==> config.mk <==
export PLATFORM = sky130hd
export DESIGN_NAME = lps_ctrl
export DESIGN_NICKNAME = d
export VERILOG_FILES = /design/src/rtl/lps_pkg.sv /design/src/rtl/lps_brk_merge.sv /design/src/rtl/lps_entry_gate.sv /design/src/rtl/lps_ctrl.sv
export SDC_FILE = /design/constraint.sdc
export NUM_CORES = 1
export LEC_CHECK = 0
export CORE_MARGIN = 2
export CORE_UTILIZATION = 51
export CTS_CLUSTER_DIAMETER = 50
export DETAILED_ROUTE_END_ITERATION = 10
export PLACE_DENSITY = 0.88
export RECOVER_POWER = 100
export SYNTH_ARGS = -nofsm -noshare
export SYNTH_HDL_FRONTEND = slang
export SYNTH_SLANG_ARGS = --single-unit
==> constraint.sdc <==
create_clock -name clk -period 3 [get_ports clk]
set_input_delay 0.6 -clock clk [delete_from_list [all_inputs] [get_ports clk]]
set_output_delay 0.6 -clock clk [all_outputs]
set_load 0.05 [all_outputs]
==> src/rtl/lps_pkg.sv <==
package lps_pkg;
    localparam int ST_W = 6;

    localparam int IDX_NORMAL = 0;
    localparam int IDX_AHALT  = 1;
    localparam int IDX_QSTART = 2;
    localparam int IDX_SNOOP  = 3;
    localparam int IDX_DEEP   = 4;
    localparam int IDX_DEEPER = 5;

    typedef enum logic [ST_W-1:0] {
        ST_NORMAL = ST_W'(1) << IDX_NORMAL,
        ST_AHALT  = ST_W'(1) << IDX_AHALT,
        ST_QSTART = ST_W'(1) << IDX_QSTART,
        ST_SNOOP  = ST_W'(1) << IDX_SNOOP,
        ST_DEEP   = ST_W'(1) << IDX_DEEP,
        ST_DEEPER = ST_W'(1) << IDX_DEEPER
    } lps_state_e;

    typedef enum logic {
        TGT_QSTART = 1'b0,
        TGT_AHALT  = 1'b1
    } lps_tgt_e;

    typedef struct packed {
        logic     valid;
        lps_tgt_e tgt;
    } lps_pend_t;

    typedef struct packed {
        lps_state_e state;
        logic       halt;
        lps_state_e ret;
    } lps_core_t;
endpackage

==> src/rtl/lps_brk_merge.sv <==
module lps_brk_merge #(
    parameter int NUM_BRK = 10
) (
    input  logic [NUM_BRK-1:0] brk_evt,
    output logic               brk_any
);
    logic [NUM_BRK:0] chain;

    assign chain[0] = 1'b0;
    for (genvar i = 0; i < NUM_BRK; i++) begin : g_or
        assign chain[i+1] = chain[i] | brk_evt[i];
    end
    assign brk_any = chain[NUM_BRK];
endmodule

==> src/rtl/lps_entry_gate.sv <==
module lps_entry_gate
    import lps_pkg::*;
(
    input  logic clk,
    input  logic rst_n,
    input  logic req_qs,
    input  logic req_ah,
    input  logic accept,
    input  logic cancel,
    input  logic ack_done,
    output logic fire_qs,
    output logic fire_ah
);
    lps_pend_t pend_d, pend_q;
    logic      fire;

    assign fire    = pend_q.valid & ack_done & accept & ~cancel;
    assign fire_qs = fire & (pend_q.tgt == TGT_QSTART);
    assign fire_ah = fire & (pend_q.tgt == TGT_AHALT);

    always_comb begin
        pend_d = pend_q;
        if (cancel) begin
            pend_d.valid = 1'b0;
        end else if (pend_q.valid) begin
            if (fire) pend_d.valid = 1'b0;
        end else if (req_qs) begin
            pend_d.valid = 1'b1;
            pend_d.tgt   = TGT_QSTART;
        end else if (req_ah) begin
            pend_d.valid = 1'b1;
            pend_d.tgt   = TGT_AHALT;
        end
    end

    always_ff @(posedge clk or negedge rst_n) begin
        if (!rst_n) pend_q <= '{valid: 1'b0, tgt: TGT_QSTART};
        else        pend_q <= pend_d;
    end

    a_r3_no_fire_without_pending: assert property (@(posedge clk) disable iff (!rst_n)
        (fire_qs || fire_ah) |-> $past(req_qs || req_ah || pend_q.valid));
endmodule

==> src/rtl/lps_ctrl.sv <==
module lps_ctrl
    import lps_pkg::*;
#(
    parameter int NUM_BRK = 10
) (
    input  logic               clk,
    input  logic               rst_n,
    input  logic               sys_reset,
    input  logic               stpclk_req,
    input  logic               halt_insn,
    input  logic               ack_done,
    input  logic               dpslp,
    input  logic               bclk_ok,
    input  logic               vcore_low,
    input  logic               snoop_req,
    input  logic               snoop_done,
    input  logic [NUM_BRK-1:0] brk_evt,
    output logic [ST_W-1:0]    state_oh,
    output logic               halt_flag,
    output logic               snoop_en,
    output logic               core_clk_en
);
    lps_core_t core_d, core_q;
    logic brk_any, fire_qs, fire_ah;
    logic in_normal, in_ahalt, in_qstart;
    logic req_qs, req_ah, accept, cancel;

    lps_brk_merge #(.NUM_BRK(NUM_BRK)) u_brk (
        .brk_evt (brk_evt),
        .brk_any (brk_any)
    );

    assign in_normal = (core_q.state == ST_NORMAL);
    assign in_ahalt  = (core_q.state == ST_AHALT);
    assign in_qstart = (core_q.state == ST_QSTART);

    assign accept = in_normal | in_ahalt;
    assign req_qs = stpclk_req & accept;
    assign req_ah = halt_insn & in_normal;
    assign cancel = (sys_reset & ~in_qstart) | (in_ahalt & brk_any);

    lps_entry_gate u_gate (
        .clk      (clk),
        .rst_n    (rst_n),
        .req_qs   (req_qs),
        .req_ah   (req_ah),
        .accept   (accept),
        .cancel   (cancel),
        .ack_done (ack_done),
        .fire_qs  (fire_qs),
        .fire_ah  (fire_ah)
    );

    always_comb begin
        core_d = core_q;
        if (sys_reset && !in_qstart) begin
            core_d.state = ST_NORMAL;
            core_d.halt  = 1'b0;
        end else begin
            unique case (core_q.state)
                ST_NORMAL: begin
                    if (fire_qs) begin
                        core_d.state = ST_QSTART;
                    end else if (fire_ah) begin
                        core_d.state = ST_AHALT;
                        core_d.halt  = 1'b1;
                    end
                end
                ST_AHALT: begin
                    if (brk_any) begin
                        core_d.state = ST_NORMAL;
                        core_d.halt  = 1'b0;
                    end else if (snoop_req) begin
                        core_d.state = ST_SNOOP;
                        core_d.ret   = ST_AHALT;
                    end else if (fire_qs) begin
                        core_d.state = ST_QSTART;
                    end
                end
                ST_QSTART: begin
                    if (sys_reset) core_d.halt = 1'b0;
                    if (!bclk_ok || dpslp) begin
                        core_d.state = ST_DEEP;
                    end else if (snoop_req) begin
                        core_d.state = ST_SNOOP;
                        core_d.ret   = ST_QSTART;
                    end else if (!stpclk_req) begin
                        core_d.state = core_d.halt ? ST_AHALT : ST_NORMAL;
                    end
                end
                ST_SNOOP: begin
                    if (snoop_done) core_d.state = core_q.ret;
                end
                ST_DEEP: begin
                    if (bclk_ok && !dpslp)  core_d.state = ST_QSTART;
                    else if (vcore_low)     core_d.state = ST_DEEPER;
                end
                ST_DEEPER: begin
                    if (!vcore_low) core_d.state = ST_DEEP;
                end
                default: begin
                    core_d.state = ST_NORMAL;
                    core_d.halt  = 1'b0;
                end
            endcase
        end
    end

    always_ff @(posedge clk or negedge rst_n) begin
        if (!rst_n) core_q <= '{state: ST_NORMAL, halt: 1'b0, ret: ST_QSTART};
        else        core_q <= core_d;
    end

    assign state_oh    = core_q.state;
    assign halt_flag   = core_q.halt;
    assign snoop_en    = (core_q.state == ST_SNOOP);
    assign core_clk_en = in_normal;

    a_r12_state_onehot: assert property (@(posedge clk) disable iff (!rst_n)
        $countones(state_oh) == 1);

    a_r12_normal_no_halt: assert property (@(posedge clk) disable iff (!rst_n)
        state_oh[IDX_NORMAL] |-> !halt_flag);

    a_r3_qs_entry_acked: assert property (@(posedge clk) disable iff (!rst_n)
        ($rose(state_oh[IDX_QSTART]) && ($past(state_oh[IDX_NORMAL]) || $past(state_oh[IDX_AHALT])))
            |-> $past(ack_done));

    a_r2_ah_entry_acked: assert property (@(posedge clk) disable iff (!rst_n)
        ($rose(state_oh[IDX_AHALT]) && $past(state_oh[IDX_NORMAL])) |-> ($past(ack_done) && halt_flag));

    a_r4_break_exits_halt: assert property (@(posedge clk) disable iff (!rst_n)
        (state_oh[IDX_AHALT] && brk_any) |=> (state_oh[IDX_NORMAL] && !halt_flag));

    a_r10_qs_hold: assert property (@(posedge clk) disable iff (!rst_n)
        (state_oh[IDX_QSTART] && stpclk_req && bclk_ok && !dpslp && !snoop_req) |=> state_oh[IDX_QSTART]);

    a_r8_snoop_return: assert property (@(posedge clk) disable iff (!rst_n)
        (state_oh[IDX_SNOOP] && snoop_done && !sys_reset) |=> (state_oh[IDX_QSTART] || state_oh[IDX_AHALT]));

    a_r7_deeper_from_deep: assert property (@(posedge clk) disable iff (!rst_n)
        $rose(state_oh[IDX_DEEPER]) |-> $past(state_oh[IDX_DEEP]));
endmodule

# Word level (Yosys, flattened, before mapping)
# Index checks and enable logic that the tools add are counted.
# word_totals
ff_bits	15
output_inout_bits	9
wordCells	94
# classes
eq_ne	20
mux	31
n_bitwise	25
reduce_logical	13
# ops
operator	count
$mux W6	15
$pmux W6 S6	1
$mux W7	2
$ne A3 B2 Y1 const B	4
$pmux W6 S2	1
$reduce_and A6 Y1	2
$or A1 B1 Y1	11
$and A1 B1 Y1	9
$mux W1	8
$ne A2 B2 Y1 const B	4
$eq A6 B1 Y1 const B	1
$eq A6 B2 Y1 const B	1
$eq A6 B3 Y1 const B	1
$eq A6 B4 Y1 const B	1
$eq A6 B5 Y1 const B	1
$eq A6 B6 Y1 const B	1
$mux W2	3
$ne A5 B3 Y1 const B	1
$ne A5 B4 Y1 const B	1
$not A1 Y1	5
$ne A4 B3 Y1 const B	1
$ne A4 B4 Y1 const B	1
$pmux W1 S4	1
$reduce_and A4 Y1	1
8 further kinds	12

# Longest topological paths before layout
# Gate-level depths: netlist of run 1.
# depth
word_depth	19
ltp_mapped	7

# Cells and area by module
# From an unflattened synthesis of run 1, not the netlist that was laid out.
# hier_totals
cells_unflattened	106
area_unflattened_um2	907.1
# modules_own_cells
module	instances	cells_each	area_per_inst_um2	seq_area_each_um2
lps_ctrl	1	91	782.0	227.7
lps_entry_gate	1	11	103.8	50.0
lps_brk_merge	1	4	21.3	0.0

# Least setup slack after synthesis of run 1
# OpenSTA, ideal clock, no wires.
# synth_timing
path_type	register to register
from	register core_q, in the netlist state_oh[4]
to	register core_q, in the netlist state_oh[5]
setup_ps	127
arrival_time_ps	2305
t_required_ps	2873
setup_slack_ps	567
stages_incl_launch_ff	7
path_buffers	1
cell_sequence	dfrtp_1 clkbuf_1 or4_4 nor3_4 a2bb2oi_1 o211a_1 mux2_1
# synth_via
word_cells_on_any_way	28
# synth_rtl
item	line	text
start: declaration	lps_ctrl.sv:23	lps_core_t core_d, core_q;
start signal: assignment	lps_ctrl.sv:110	if (!rst_n) core_q <= '{state: ST_NORMAL, halt: 1'b0, ret: ST_QSTART};
start signal: assignment	lps_ctrl.sv:111	else core_q <= core_d;
$eq A6 B4 Y1 *	--	
named net snoop_en	lps_ctrl.sv:20	output logic snoop_en,
$ne A3 B2 Y1 (no source line) / $pmux W6 S6 (equally long branches)	--	
$reduce_and A6 Y1 (no source line) / $mux W7 (equally long branches)	--	
# Mark *: on every way through the listed nets, which the timed path passes. The rest lies on a longest branch.
# A chain may end at the register's enable or synchronous reset.

# Final worst setup path of run 1
# layout_timing
from	register core_q, in the netlist state_oh[5]
to	output port snoop_en
# layout_via
elab_chain_cells	1
# layout_lines
item	line	text
$eq A6 B4 Y1	lps_ctrl.sv:116	assign snoop_en = (core_q.state == ST_SNOOP);
end: declaration	lps_ctrl.sv:20	
# Every way passes these cells.

==> results.cfg, run 1 <==
[sta]
hold_ws_ps = 560
fmax_ghz = 0.368
finalSetupViolations = 0
rsz0062_at_grt = no
fin_ws_ps = 283
slew_headroom = 0.606
fin_skew_ps = 5.46
hold_violations = 0
setup_tns_ps = 0
period_share = 0.906
slew_violations = 0
min_period_ps = 2720
worst_pin_slew_ps = 586

[synth]
synth_area_um2 = 1070
synth_cell_types = 55
post-synth-top-area-cell = dfrtp_1
synth_top_family_by_area = simple AND/OR/NAND/NOR gates
synth_edf_count = 0
synth_compound_area_frac = 0.255
dominantRegCellSynth = dfrtp_1
yosys.area_share.adder = 0.0105
postSynthAreaPerCell_um2 = 8.81
synth-xor-area-share = 0.0163
synthCells = 122
synth_nets = 143
ys_seq_area_frac = 0.258
yosys.area_share.simple = 0.325
synth_seq_cells = 11
synth_mux_area_frac = 0.0105
synth-async-reset-ratio = 1.00
yosys-top-cells-area = dfrtp_1 21%, dfstp_2 4.9%, buf_4 4.2%, or4_4 4.2%, nor3_1 3.7%
synth_top_cell_area_share = 0.210
yosysWarnings = 0

[placed_design]
placed_cells = 168
dp_hpwl_um = 2220
portBuffers = 29
place_ws_ps = 159
gp_congestion = 0.978

[clocking]
clkSinkCount = 11
htree_levels = 1
cts_tree = built
max-clock-path-buffers = 2
postCtsSetupBuffers = 0
cts_root_buffer = clkbuf_4
post_cts_resized = 0
hold_buffers = 0
cts_buffers = 3
clk_pin_slew_worst_paths_ps = 70
worst_skew_pair.late_latency_ps = 280

[setup_path]
timing.critical_path.slowest_stage_cell = or4_4
crit_chain = buf_4, or4_4, nor3_4, clkbuf_1
cp-end-kind = output pin
path_class = reg -> out
worstPathMaxFanout = 10
cp_slowest_stage_delay_ps = 570
required_ps = 2400
critPathLaunchType = flop
critPathArrivalTime_ps = 2120

[grt]
grt_pass1_wl_um = 4910
grt_pass1_vias = 1121
grt_overflow_total = 0
grt_max_degree = 13
groute.usage.overall = 0.253
antenna_found_initial = 0

[die]
fp.dieH_um = 49.9
start_util = 0.542
core_area_um2 = 1980
fp.dieW_um = 49.9
dieArea_um2 = 2490
rows = 16
ioPinCount = 30

[final_layout]
drive_above_1_share = 0.152
fillers = 168
insertedDiodeCount = 0
final_common_cell = clkdlybuf4s50_1
layout.nets = 167
mostFrequentLayoutCells = 19 x clkdlybuf4s50_1, 9 x dfrtp_1, 8 x nor3_1, 8 x dlygate4sd3_1, 7 x nor2_1
area_growth_syn_to_layout_pct = 22.6
final_cells = 172

[job]
maxCapViolations = 0

[power]
leakage_nw = 0.540
power_density_nw_per_um2 = 623
finalPower_mw = 0.821
ir_drop_mv = 0.538

[routing]
drtIter0Drc = 78
vias = 1160
post_drt_via_cell_ratio = 6.74
drt_wl_total_um = 2960
wire_per_inst_um = 17.2
drc = 0
ant_nets = 0
dr.pass1.iters = 5

[run_status]
outcome = finished, final reports clean

[worst_hold_path]
hold_class = reg -> reg
## layout make-up
cell class,instances,area (µm²),area share
inverter,6,22.5,0.0171
timing repair buffer,33,308,0.234
clock buffer,4,26.3,0.0199
sequential,11,278,0.211
multi-input combinational,91,649,0.493
tap,27,33.8,0.0256
## worst paths after layout
check	from	to	slack (ps)	cells after the start
setup / recovery	state_oh[5]	snoop_en	280	4
hold / removal	core_q[1]	core_q[1]	560	2
setup reg to reg	state_oh[1]	state_oh[2]	660	5
hold reg to reg	core_q[1]	core_q[1]	560	2
max in group asynchronous	rst_n	core_q[2]	1910	1
min in group asynchronous	rst_n	halt_flag	730	1
## per-layer routing
layer	up-vias	global-route usage	part of all wire
li1	514	-	-
met1	552	0.321	0.41
met2	75	0.427	0.47
met3	19	0.0303	0.088
met4	0	0.111	0.029
met5	-	0	0
## through the flow
stage | instance area, µm² | util
after floorplan | 1070 | -
after global placement | 1320 | 0.664
after detailed placement | 1320 | 0.664
after CTS | 1340 | 0.677
after global routing | 1320 | 0.665
final | 1320 | 0.665
## worst max-delay path, delay by kind of cell, from the launching register on
family | cells | cell delay, ps
simple gates | 2 | 780
buf+inv | 2 | 680
flops | 1 | 380
## sequential cells by signal, summed over array words and instances (netlist names)
register / cells
state_oh: 6
core_q: 2
u_gate.pend_q: 2
halt_flag: 1
## logic make-up after synthesis
family	Yosys count
xor+xnor	2
flops	11
simple gates	51
mux	1
compound gates	36
fa+ha+maj	1
buf+inv	20
## Yosys cell counts, drive strengths merged (3+ instances only)
cell    n
a21oi   5
a31oi   3
buf     9
clkbuf  4
dfrtp   9
inv     6
nand3   5
nand4   5
nor2    7
nor2b   4
nor3    9
nor4    3
o21ai   6
or4     5
## power breakdown
part | total [mW] | leakage (nW) | internal (mW) | switching [mW]
sequential | 0.236 | 0.141 | 0.181 | 0.0557
combinational | 0.477 | 0.384 | 0.186 | 0.291
clock | 0.108 | 0.0150 | 0.0517 | 0.0566
total | 0.821 | 0.540 | 0.418 | 0.403
(Power assumes the default switching activity.)
==> inputs of run 2 (changes only) <==
SLEW_MARGIN = 20   (was not set)
==> results of run 2 <==
The final DEF is identical to that of run 1; final timing and power are the same.
==> inputs of run 3 (changes only) <==
clock period = 3.2 ns   (was 3 ns; I/O delays follow)
==> run 3 against run 2 <==
Sequential share of layout area increased by 0.37 points. Sequential power decreased by 6%. Largest cell class unchanged. Register-to-register slack better by 210 ps. Global-route usage up 1.0 points. Clock-buffer cell count unchanged. Wire length up 3.0%. Total power down 6.4%. Clock power shrank 8%. Cell area shrank 1.7%. Final cell count is 1.7% lower. Die area did not move.
==> results.cfg, run 3 (synthesis gave the netlist of run 1 again) <==
[run_status]
outcome = finished, final reports clean

[routing]
wire_per_inst_um = 18.1
drtIter0Drc = 62
vias = 1125
post_drt_via_cell_ratio = 6.66
ant_nets = 0
drc = 0
drt_wl_total_um = 3050
dr.pass1.iters = 5

[setup_path]
worstPathMaxFanout = 11
required_ps = 2560
critPathArrivalTime_ps = 2160
cp_num_buf_inv = 1
path_class = reg -> out
timing.rr.start = state_oh[1]
startpoint = state_oh[5]
path_delay_family = simple AND/OR/NAND/NOR gates
critPathLaunchType = flop
cp_slowest_stage_delay_ps = 630
crit_chain = or4_4, nor3_4, clkbuf_1
cp-end-kind = output pin
timing.critical_path.slowest_stage_cell = or4_4

[sta]
fin_skew_ps = 8.19
setup_tns_ps = 0
period_share = 0.874
fmax_ghz = 0.358
min_period_ps = 2800
worst_pin_slew_ps = 589
hold_ws_ps = 566
slew_headroom = 0.603
rsz0062_at_grt = no
slew_violations = 0
finalSetupViolations = 0
hold_violations = 0

[clocking]
postCtsSetupBuffers = 0
worst_skew_pair.late_latency_ps = 280
cts_buffers = 3
htree_levels = 1
clkSinkCount = 11
clk_pin_slew_worst_paths_ps = 70
hold_buffers = 0
max-clock-path-buffers = 2
cts_tree = built
cts_root_buffer = clkbuf_4

[placed_design]
placed_cells = 165
portBuffers = 29
gp_congestion = 0.931
dp_hpwl_um = 2340

[final_layout]
mostFrequentLayoutCells = 19 x clkdlybuf4s50_1, 9 x dfrtp_1, 8 x nor3_1, 8 x dlygate4sd3_1, 7 x nor2_1
fin_util = 0.653
drive_above_1_share = 0.134
fillers = 156
layout.nets = 164
largest_reg_flops = 6
final_common_cell = clkdlybuf4s50_1
final_cells = 169
insertedDiodeCount = 0
area_growth_syn_to_layout_pct = 20.5

[die]
rows = 16
dieArea_um2 = 2490
fp.dieH_um = 49.9
ioPinCount = 30
core_area_um2 = 1980
start_util = 0.542
fp.dieW_um = 49.9

[grt]
groute.usage.overall = 0.263
grt_overflow_total = 0
antenna_found_initial = 0
grt_pass1_vias = 1115
grt_max_degree = 14
grt_pass1_wl_um = 5000

[worst_hold_path]
hold_class = reg -> reg
min_from = core_q[2]

[power]
power_density_nw_per_um2 = 594
ir_drop_mv = 0.424
leakage_nw = 0.524
finalPower_mw = 0.769

[job]
maxCapViolations = 0
## run 3: per-stage QoR
step	setup WS (ps)	area (µm²)
global placement	375	1290
global route	246	1290
detailed placement	350	1290
CTS	75.2	1320
floorplan	767	1070
finish	404	1290
## run 3: path summary, 6_finish.rpt
check / to / slack, ps / cells past startpoint
max: snoop_en / 400 / 3
min: core_q[2] / 570 / 1
max reg2reg: state_oh[2] / 870 / 5
min reg2reg: core_q[2] / 570 / 1
max in group asynchronous: core_q[2] / 2050 / 1
min in group asynchronous: state_oh[1] / 780 / 1
## run 3: where the power goes
group | internal (mW) | total, mW | switching, mW
sequential | 0.169 | 0.223 | 0.0539
clock | 0.0484 | 0.0989 | 0.0505
combinational | 0.174 | 0.447 | 0.273
total | 0.392 | 0.769 | 0.377
## run 3: area by class of cell
type | instances | area [µm²] | share of cell area
clock buffer | 4 | 26.3 | 0.0203
inverter | 6 | 22.5 | 0.0174
multi-input combinational | 91 | 649 | 0.501
sequential | 11 | 278 | 0.214
tap | 27 | 33.8 | 0.0261
timing repair buffer | 30 | 285 | 0.220
## run 3: layer usage
layer  wire (µm)  vias to the layer above  global-route usage
met5           0                        -                   0
met4         108                        0               0.116
met3         283                       17              0.0667
met2        1480                       78               0.438
met1        1180                      522               0.318
li1            -                      508                   -
## run 3: repair_timing
| action | 4_1_cts | 5_1_grt |
|---|---|---|
| endpoints found under the hold margin | 0 | 0 |
| resized for setup | 0 | 2 |
| endpoints found under the setup margin | 0 | 2 |
